`src/rtl/sclk_sel_pkg.sv`:
```
package sclk_sel_pkg;
    localparam int SEL_W   = 3;
    localparam int MAX_DIV = 4;
    localparam int CNT_W   = $clog2(2 * MAX_DIV);

    typedef enum logic [1:0] {
        ST_OFF,
        ST_RUN,
        ST_FINISH,
        ST_HOLD
    } sw_state_e;

    // source pulses per master-clock toggle for each code
    function automatic int toggle_div(input logic [SEL_W-1:0] code);
        case (code)
            3'd2, 3'd6: return 2;
            3'd3, 3'd7: return MAX_DIV;
            default:    return 1;
        endcase
    endfunction
endpackage

```
`src/rtl/sclk_event_mux.sv`:
```
module sclk_event_mux
    import sclk_sel_pkg::*;
(
    input  logic [SEL_W-1:0] code,
    input  logic             slow_edge,
    input  logic             fast_edge,
    input  logic             tmr_uf,
    output logic             ev,
    output logic [CNT_W-1:0] run_lim,
    output logic [CNT_W-1:0] hold_lim
);
    int k;

    always_comb begin
        unique case (code)
            3'd1, 3'd2, 3'd3: ev = slow_edge;
            3'd4:             ev = tmr_uf;
            3'd5, 3'd6, 3'd7: ev = fast_edge;
            default:          ev = 1'b0;
        endcase
        k        = toggle_div(code);
        run_lim  = CNT_W'(k - 1);
        hold_lim = CNT_W'(2 * k - 1);
    end
endmodule

```
`src/rtl/sclk_div_cnt.sv`:
```
module sclk_div_cnt #(
    parameter int W = 3
) (
    input  logic         clk,
    input  logic         rst_n,
    input  logic         clr,
    input  logic         ev,
    input  logic [W-1:0] lim,
    output logic         hit
);
    logic [W-1:0] cnt;

    assign hit = ev && (cnt == lim);

    always_ff @(posedge clk or negedge rst_n) begin
        if (!rst_n)
            cnt <= '0;
        else if (clr || hit)
            cnt <= '0;
        else if (ev)
            cnt <= cnt + 1'b1;
    end

    // count never passes the active limit
    assert_cnt_bound_R9: assert property (@(posedge clk) disable iff (!rst_n)
        cnt <= lim);
endmodule

```
`src/rtl/sclk_fmt_out.sv`:
```
module sclk_fmt_out (
    input  logic       clk,
    input  logic       rst_n,
    input  logic       lead_req,
    input  logic       trail_req,
    input  logic       mclk,
    input  logic [1:0] fmt,
    output logic       sclk,
    output logic       shift_stb,
    output logic       sample_stb
);
    logic lead_q;
    logic trail_q;

    always_ff @(posedge clk or negedge rst_n) begin
        if (!rst_n) begin
            lead_q  <= 1'b0;
            trail_q <= 1'b0;
        end else begin
            lead_q  <= lead_req;
            trail_q <= trail_req;
        end
    end

    always_comb begin
        sclk       = mclk ^ fmt[1];
        sample_stb = fmt[0] ? trail_q : lead_q;
        shift_stb  = fmt[0] ? lead_q : trail_q;
    end

    assert_one_strobe_R8: assert property (@(posedge clk) disable iff (!rst_n)
        !(shift_stb && sample_stb));
endmodule

```
`src/rtl/sclk_src_sel.sv`:
```
module sclk_src_sel
    import sclk_sel_pkg::*;
#(
    parameter int FAST_HZ  = 4_000_000,
    parameter int LIMIT_HZ = 1_000_000
) (
    input  logic             clk,
    input  logic             rst_n,
    input  logic [SEL_W-1:0] sel,
    input  logic [1:0]       fmt,
    input  logic             slow_edge,
    input  logic             fast_edge,
    input  logic             tmr_uf,
    output logic             mclk,
    output logic             sclk,
    output logic             shift_stb,
    output logic             sample_stb,
    output logic             cfg_err
);
    localparam logic ERR_D1 = (FAST_HZ / 1) > LIMIT_HZ;
    localparam logic ERR_D2 = (FAST_HZ / 2) > LIMIT_HZ;
    localparam logic ERR_D4 = (FAST_HZ / MAX_DIV) > LIMIT_HZ;

    sw_state_e        state, st_n;
    logic [SEL_W-1:0] cur_sel, sel_n;
    logic             mclk_q, mclk_n;
    logic             clr, hit, ev;
    logic             lead_req, trail_req;
    logic [CNT_W-1:0] run_lim, hold_lim, lim;

    sclk_event_mux u_mux (
        .code      (cur_sel),
        .slow_edge (slow_edge),
        .fast_edge (fast_edge),
        .tmr_uf    (tmr_uf),
        .ev        (ev),
        .run_lim   (run_lim),
        .hold_lim  (hold_lim)
    );

    assign lim = (state == ST_HOLD) ? hold_lim : run_lim;

    sclk_div_cnt #(.W(CNT_W)) u_div (
        .clk   (clk),
        .rst_n (rst_n),
        .clr   (clr),
        .ev    (ev),
        .lim   (lim),
        .hit   (hit)
    );

    sclk_fmt_out u_fmt (
        .clk        (clk),
        .rst_n      (rst_n),
        .lead_req   (lead_req),
        .trail_req  (trail_req),
        .mclk       (mclk_q),
        .fmt        (fmt),
        .sclk       (sclk),
        .shift_stb  (shift_stb),
        .sample_stb (sample_stb)
    );

    // state register
    always_ff @(posedge clk or negedge rst_n) begin
        if (!rst_n) begin
            state   <= ST_OFF;
            cur_sel <= '0;
            mclk_q  <= 1'b0;
        end else begin
            state   <= st_n;
            cur_sel <= sel_n;
            mclk_q  <= mclk_n;
        end
    end

    // next state and outputs
    always_comb begin
        st_n      = state;
        sel_n     = cur_sel;
        mclk_n    = mclk_q;
        clr       = 1'b0;
        lead_req  = 1'b0;
        trail_req = 1'b0;
        unique case (state)
            ST_OFF: begin
                if (sel != '0) begin
                    sel_n = sel;
                    clr   = 1'b1;
                    st_n  = ST_RUN;
                end
            end
            ST_RUN: begin
                if (sel != cur_sel) begin
                    clr  = 1'b1;
                    st_n = mclk_q ? ST_FINISH : ST_HOLD;
                end else if (hit) begin
                    mclk_n    = ~mclk_q;
                    lead_req  = ~mclk_q;
                    trail_req = mclk_q;
                end
            end
            ST_FINISH: begin
                if (hit) begin
                    mclk_n    = 1'b0;
                    trail_req = 1'b1;
                    st_n      = ST_HOLD;
                end
            end
            ST_HOLD: begin
                if (hit) begin
                    sel_n = sel;
                    st_n  = (sel == '0) ? ST_OFF : ST_RUN;
                end
            end
            default: st_n = ST_OFF;
        endcase
    end

    always_comb begin
        unique case (sel)
            3'd5:    cfg_err = ERR_D1;
            3'd6:    cfg_err = ERR_D2;
            3'd7:    cfg_err = ERR_D4;
            default: cfg_err = 1'b0;
        endcase
    end

    assign mclk = mclk_q;

    assert_off_low_R2: assert property (@(posedge clk) disable iff (!rst_n)
        (state == ST_OFF) |-> !mclk_q);
    assert_hold_low_R9: assert property (@(posedge clk) disable iff (!rst_n)
        (state == ST_HOLD) |-> !mclk_q);
    assert_edge_strobe_R8: assert property (@(posedge clk) disable iff (!rst_n)
        !$stable(mclk_q) |-> (shift_stb || sample_stb));
    assert_idle_level_R7: assert property (@(posedge clk) disable iff (!rst_n)
        (state == ST_OFF) |-> (sclk == fmt[1]));
endmodule

```
`config.mk`:
```
export PLATFORM = sky130hd
export DESIGN_NAME = sclk_src_sel
export DESIGN_NICKNAME = d
export VERILOG_FILES = /design/src/rtl/sclk_sel_pkg.sv /design/src/rtl/sclk_event_mux.sv /design/src/rtl/sclk_div_cnt.sv /design/src/rtl/sclk_fmt_out.sv /design/src/rtl/sclk_src_sel.sv
export SDC_FILE = /design/constraint.sdc
export NUM_CORES = 1
export LEC_CHECK = 0
export ABC_AREA = 1
export BUFFER_PORTS_ARGS = -buffer_cell sky130_fd_sc_hd__buf_2
export CAP_MARGIN = 20
export CORE_MARGIN = 3
export CORE_UTILIZATION = 50
export DETAILED_ROUTE_END_ITERATION = 8
export PLACE_DENSITY = 0.72
export REMOVE_ABC_BUFFERS = 1
export SYNTH_ARGS = -nofsm -noshare
export SYNTH_HDL_FRONTEND = slang
export SYNTH_HIERARCHICAL = 1
export SYNTH_SLANG_ARGS = --single-unit
```
`constraint.sdc`:
```
create_clock -name clk -period 2.88 [get_ports clk]
set_input_delay 0 -clock clk [delete_from_list [all_inputs] [get_ports clk]]
set_output_delay 0 -clock clk [all_outputs]
set_load 0.01 [all_outputs]
```
Word-level counts from Yosys, hierarchy flattened
Cells that the tools add are included.

storage, ports and cells
  bits in registers = 11
  bits in latches = 0
  bits in writable memories = 0
  ROM bits = 0
  input port bits = 10
  output and inout bits = 5
  logic and storage cells = 79
  memories = 0

cells by class
  add/subtract/negate cells = 3
  $mul = 0
  div/mod/pow operators = 0
  magnitude comparators = 0
  equal/unequal tests = 20
  shift-type cells = 0
  mux-type cells = 32
  bitwise operators = 2
  reduce and logical (&&, ||, !) cells = 16

operators by type and width
  kind                   number
  $eq A3 B3 Y1 const B   6
  $mux W1                16
  $mux W3                5
  $pmux W3 S2            2
  $mux W2                4
  $pmux W2 S4            1
  $reduce_and A4 Y1      2
  $eq A3 B2 Y1 const B   2
  $ne A2 B1 Y1 const B   3
  $ne A2 B2 Y1 const B   3
  $pmux W1 S2            3
  $reduce_bool A2 Y1     3
  $reduce_or A2 Y1       3
  $reduce_or A3 Y1       2
  $sub A3 B1 Y3 const B  2
  $eq A2 B2 Y1 const B   2
  $add A3 B1 Y3 const B  1
  $eq A3 B1 Y1 const B   1
  $eq A3 B3 Y1           1
  $logic_not A3 Y1       1
  $ne A3 B3 Y1           1
  $pmux W1 S3            1
  $reduce_and A3 Y1      1
  $reduce_bool A3 Y1     1
  6 further kinds        6

Depth between registers and ports, before layout
  depth in word-level cells = 10
  mapped depth = 18
  depth with buffers taken out = 17

Hierarchy
The synthesis kept the hierarchy.

modules (own cells, without submodules)
  module          instances  cells each  area an instance (um^2)  seq. area each (um^2)
  sclk_src_sel    1          81          518.0                    150.1
  sclk_div_cnt    1          33          210.2                    75.1
  sclk_fmt_out    1          14          95.1                     50.0
  sclk_event_mux  1          20          93.8                     0.0

Least setup slack after synthesis
OpenSTA, ideal clock, no wires.

  path type = register -> register
  start point = register state[0]
  end point = register state[0]
  setup time = 117 ps
  arrival time = 1598 ps
  required time = 2763 ps
  slack = 1165 ps
  stages on the path, launching flop included = 18
  path buffers = 0
  period minus slack after synthesis = 1715 ps
  path through = dfrtp_1 -> ha_1 -> inv_2 -> nand2_1 -> nand2_1 -> inv_1 -> nand2_1 -> nand2_1 -> nor2_1 -> nand2_1 -> inv_1 -> inv_1 -> o21ai_0 -> nand2_1 -> inv_2 -> nand2_1 -> nand2_1 -> nand2_1

between the ends
  longest elaborated chain between the ends = 6
  elaborated cells on any way between the ends = 13
  classes of those cells = 8 x eq/ne; 2 x mux; 3 x reduce/logical

ends and longest elaborated chain
  what                             RTL line            text
  start: declaration               sclk_src_sel.sv:24  sw_state_e state, st_n;
  start signal: assignment         sclk_src_sel.sv:71  state <= st_n;
  $eq A2 B2 Y1 (*)                 sclk_src_sel.sv:41  assign lim = (state == ST_HOLD) ? hold_lim : run_lim;
  $mux W3 (*)                      sclk_src_sel.sv:41
  named net lim[1]                 sclk_src_sel.sv:29  logic [CNT_W-1:0] run_lim, hold_lim, lim;
  $eq A3 B3 Y1 (*)                 sclk_div_cnt.sv:13  assign hit = ev && (cnt == lim);
  $logic_and A1 B1 Y1 (*)          sclk_div_cnt.sv:13
  named net hit                    sclk_src_sel.sv:27  logic clr, hit, ev;
  $ne A2 B1 Y1 (no line)           n/a
  $reduce_and A4 Y1 (no line) (*)  n/a

The timed path passes the listed nets; every way through them passes the cells marked *.
A chain may end at the register's enable or synchronous reset.

Worst setup path in the final report
Same ends and word-level chain as after synthesis.

==> results.py <==
metrics = {
    "final_layout": {
        "layout.cells.non_filler": 187,
        "layout.nets": 180,
        "drive_above_1_share_pct": 16.0,
        "seqCellArea_um2": 275,
        "fill_cells": 170,
        "area_growth_pct": 12.3,
        "diodes": 0,
        "multi_input_area_um2": 495,
    },
    "min_path": {
        "min_path_type": "primary input to flip-flop",
    },
    "synth": {
        "synth_enable_flop_cells": 0,
        "synth_xor_area_share_pct": 2.86,
        "ys_top_cells_by_count": "nand2_1 (57), inv_1 (26), dfrtp_1 (11), nor2_1 (10), ha_1 (6)",
        "synth_cells": 148,
        "yosys.area.top_type_share_pct": 30.0,
        "synth-simple-area-share_pct": 36.7,
        "yosysMostFrequentCell": "nand2_1",
        "seq_area_frac_synth_pct": 30.0,
        "synthAdderAreaFrac_pct": 8.19,
        "synth_area_per_cell_um2": 6.20,
        "async_flop_share_pct": 100,
        "ys_seq_elements": 11,
        "ys_types": 21,
        "synth_top_family_by_area": "simple AND/OR/NAND/NOR gates",
        "syn_area_um2": 917,
        "synthMuxAreaShare_pct": 0,
        "ys_top_cells_by_area": "dfrtp_1 (30%), nand2_1 (23%), inv_1 (11%), ha_1 (8.2%), nor2_1 (4.1%)",
        "synth-compound-area-share_pct": 5.46,
        "synth_flop_cell": "dfrtp_1",
        "synth_largest_area_cell": "dfrtp_1",
        "yosysWarningCount": 6,
    },
    "drt": {
        "viasPerCell": 4.48,
        "wl_per_cell_um": 9.12,
        "drt-pass1-iter-count": 4,
        "vias": 838,
        "drtIter0Drc": 17,
        "ant_nets": 0,
        "drc": 0,
        "wirelength_mm": 1.71,
    },
    "clock_tree": {
        "clk_pin_slew_ns": 0.08,
        "htreeDepth": 1,
        "cts_root_buf": "clkbuf_4",
        "clockBufferDepth": 2,
        "clk_latency_ns": 0.27,
        "tritoncts": "built",
        "numCtsBuffers": 3,
        "clkSinkCount": 11,
    },
    "setup_path": {
        "reg2reg_depth": 17,
        "worstPathArrival_ns": 2.07,
        "r2r-start": "state[0]",
        "ff2ff_setup_slack_ns": 0.98,
        "worst_ep_required_time_ns": 3.05,
        "critPathKind": "flip-flop to flip-flop",
        "cp-start-kind": "flip-flop",
        "worstSetupStartpoint": "state[0]",
        "worst_setup_path_end_kind": "flip-flop",
        "cp_max_fo": 7,
        "crit_end": "state[0]",
        "reg2reg_to": "state[0]",
    },
    "timing": {
        "final.setup.tns_ns": 0,
        "layout_setup_ws_ns": 0.976,
        "finalSetupViolations": 0,
        "min_period_ns": 1.90,
        "rsz0062_at_grt": "no",
        "period_share_pct": 66.1,
        "drv_slew": 0,
        "clock.fmax_ghz": 0.525,
        "final_hold_viol_count": 0,
        "worst_clock_skew_ns": 0.00326,
    },
    "flow_run": {
        "maxCapViolations": 0,
    },
    "placement": {
        "place_ws_ns": 0.997,
        "gp_congestion": 0.865,
        "post-dp-hpwl_mm": 1.39,
        "dp.cells": 181,
        "port-buffer-count": 14,
    },
    "grt": {
        "grt_usage_pct": 16.8,
        "grt_pass1_vias": 775,
        "grt_pass1_wl_mm": 3.09,
        "antenna_found_initial": 0,
        "grt_remaining_overflow": 0,
        "grt_max_degree": 12,
    },
    "floorplan": {
        "coreArea_um2": 1610,
        "io_pins": 15,
        "die_w_um": 48.8,
        "dieHeight_um": 48.8,
        "die_area_um2": 2380,
        "initial_core_util_pct": 56.9,
        "fp-row-count": 14,
    },
    "power_and_ir_drop": {
        "p_leak_nw": 0.618,
        "power.total_mw": 0.978,
        "power_density_nw_per_um2": 949,
        "peakVddDrop_mv": 0.602,
    },
    "status": {
        "status": "complete, no violations",
    },
}
## cell families (layout without fill, tap and decap cells)
group / count (synthesis) / in the layout
simple gates: 81 / 81
buf+inv: 35 / 50
flops: 11 / 11
compound gates: 10 / 10
fa+ha+maj: 6 / 6
xor+xnor: 3 / 3
other cells: 2 / 2
## per-layer routing
| metal | wire length [µm] | track usage (%) | up-vias |
|---|---|---|---|
| met5 | 0 | 0 | - |
| met4 | 37 | 9.95 | 0 |
| met3 | 43 | 2.75 | 5 |
| met2 | 832 | 27.8 | 13 |
| met1 | 792 | 20.2 | 358 |
| li1 | - | - | 462 |
## state kept, by name, indices dropped and copies added, names as in the netlist
name and flops:
u_div/cnt 3, u_fmt/lead_q 1, state 2, cur_sel 3, mclk 1, u_fmt/trail_q 1
## cell type report
type,instances,area share (%)
multi-input combinational,102,48.1
sequential,11,26.7
inverter,30,10.9
timing repair buffer,16,8.75
tap,24,2.92
clock buffer,4,2.55
## repair_timing
action                                 4_1_cts  5_1_grt
endpoints found under the hold margin       12        0
hold buffers                                 2        0
buffers inserted                             0        0
resized for setup                            0        0
## stage by stage
stage	cell area (µm²)	hold WS (ns)	util, %
floorplan	883	-0.296	-
global placement	983	-0.110	61.0
detailed placement	983	-0.105	61.0
CTS	1030	0.0107	63.9
global route	1030	0.0168	63.9
finish	1030	0.0161	63.9
## power by group
group	internal (mW)	switching (mW)	leakage [nW]
clock network	0.0537	0.0564	0.0150
registers	0.214	0.0651	0.142
logic	0.224	0.364	0.461
total	0.492	0.485	0.618
## worst min-delay path by stage
stage	from	end	slack (ns)	depth (start not counted)
finish	sel[0]	cur_sel[0]	0.02	3
global route	sel[0]	cur_sel[0]	0.02	3
CTS	sel[0]	cur_sel[0]	0.01	3
detailed placement	rst_n	mclk	-0.11	1
global placement	rst_n	mclk	-0.11	1
floorplan	rst_n	cur_sel[0]	-0.30	0
## critical path, cell delays in order, from the launching register on
cell and delay [ns]:
dfrtp_1 0.41, ha_1 0.29, inv_2 0.10, nand2_1 0.05, nand2_1 0.07, inv_1 0.04
nand2_1 0.05, nand2_1 0.05, nor2_1 0.09, nand2_1 0.08, inv_1 0.09, inv_1 0.07
o21ai_0 0.08, nand2_1 0.09, inv_2 0.07, nand2_1 0.06, nand2_1 0.06, nand2_1 0.04
## cell usage in the layout, fill, tap and decap left out, types with 4 or more instances in the layout
master	Yosys	final
buf_2	0	14
dfrtp_1	11	11
inv_2	4	4
nor2_1	10	10
nand3_1	5	5
a21oi_1	4	4
ha_1	6	6
inv_1	26	26
nand2_1	57	57
(Power assumes the default switching activity.)
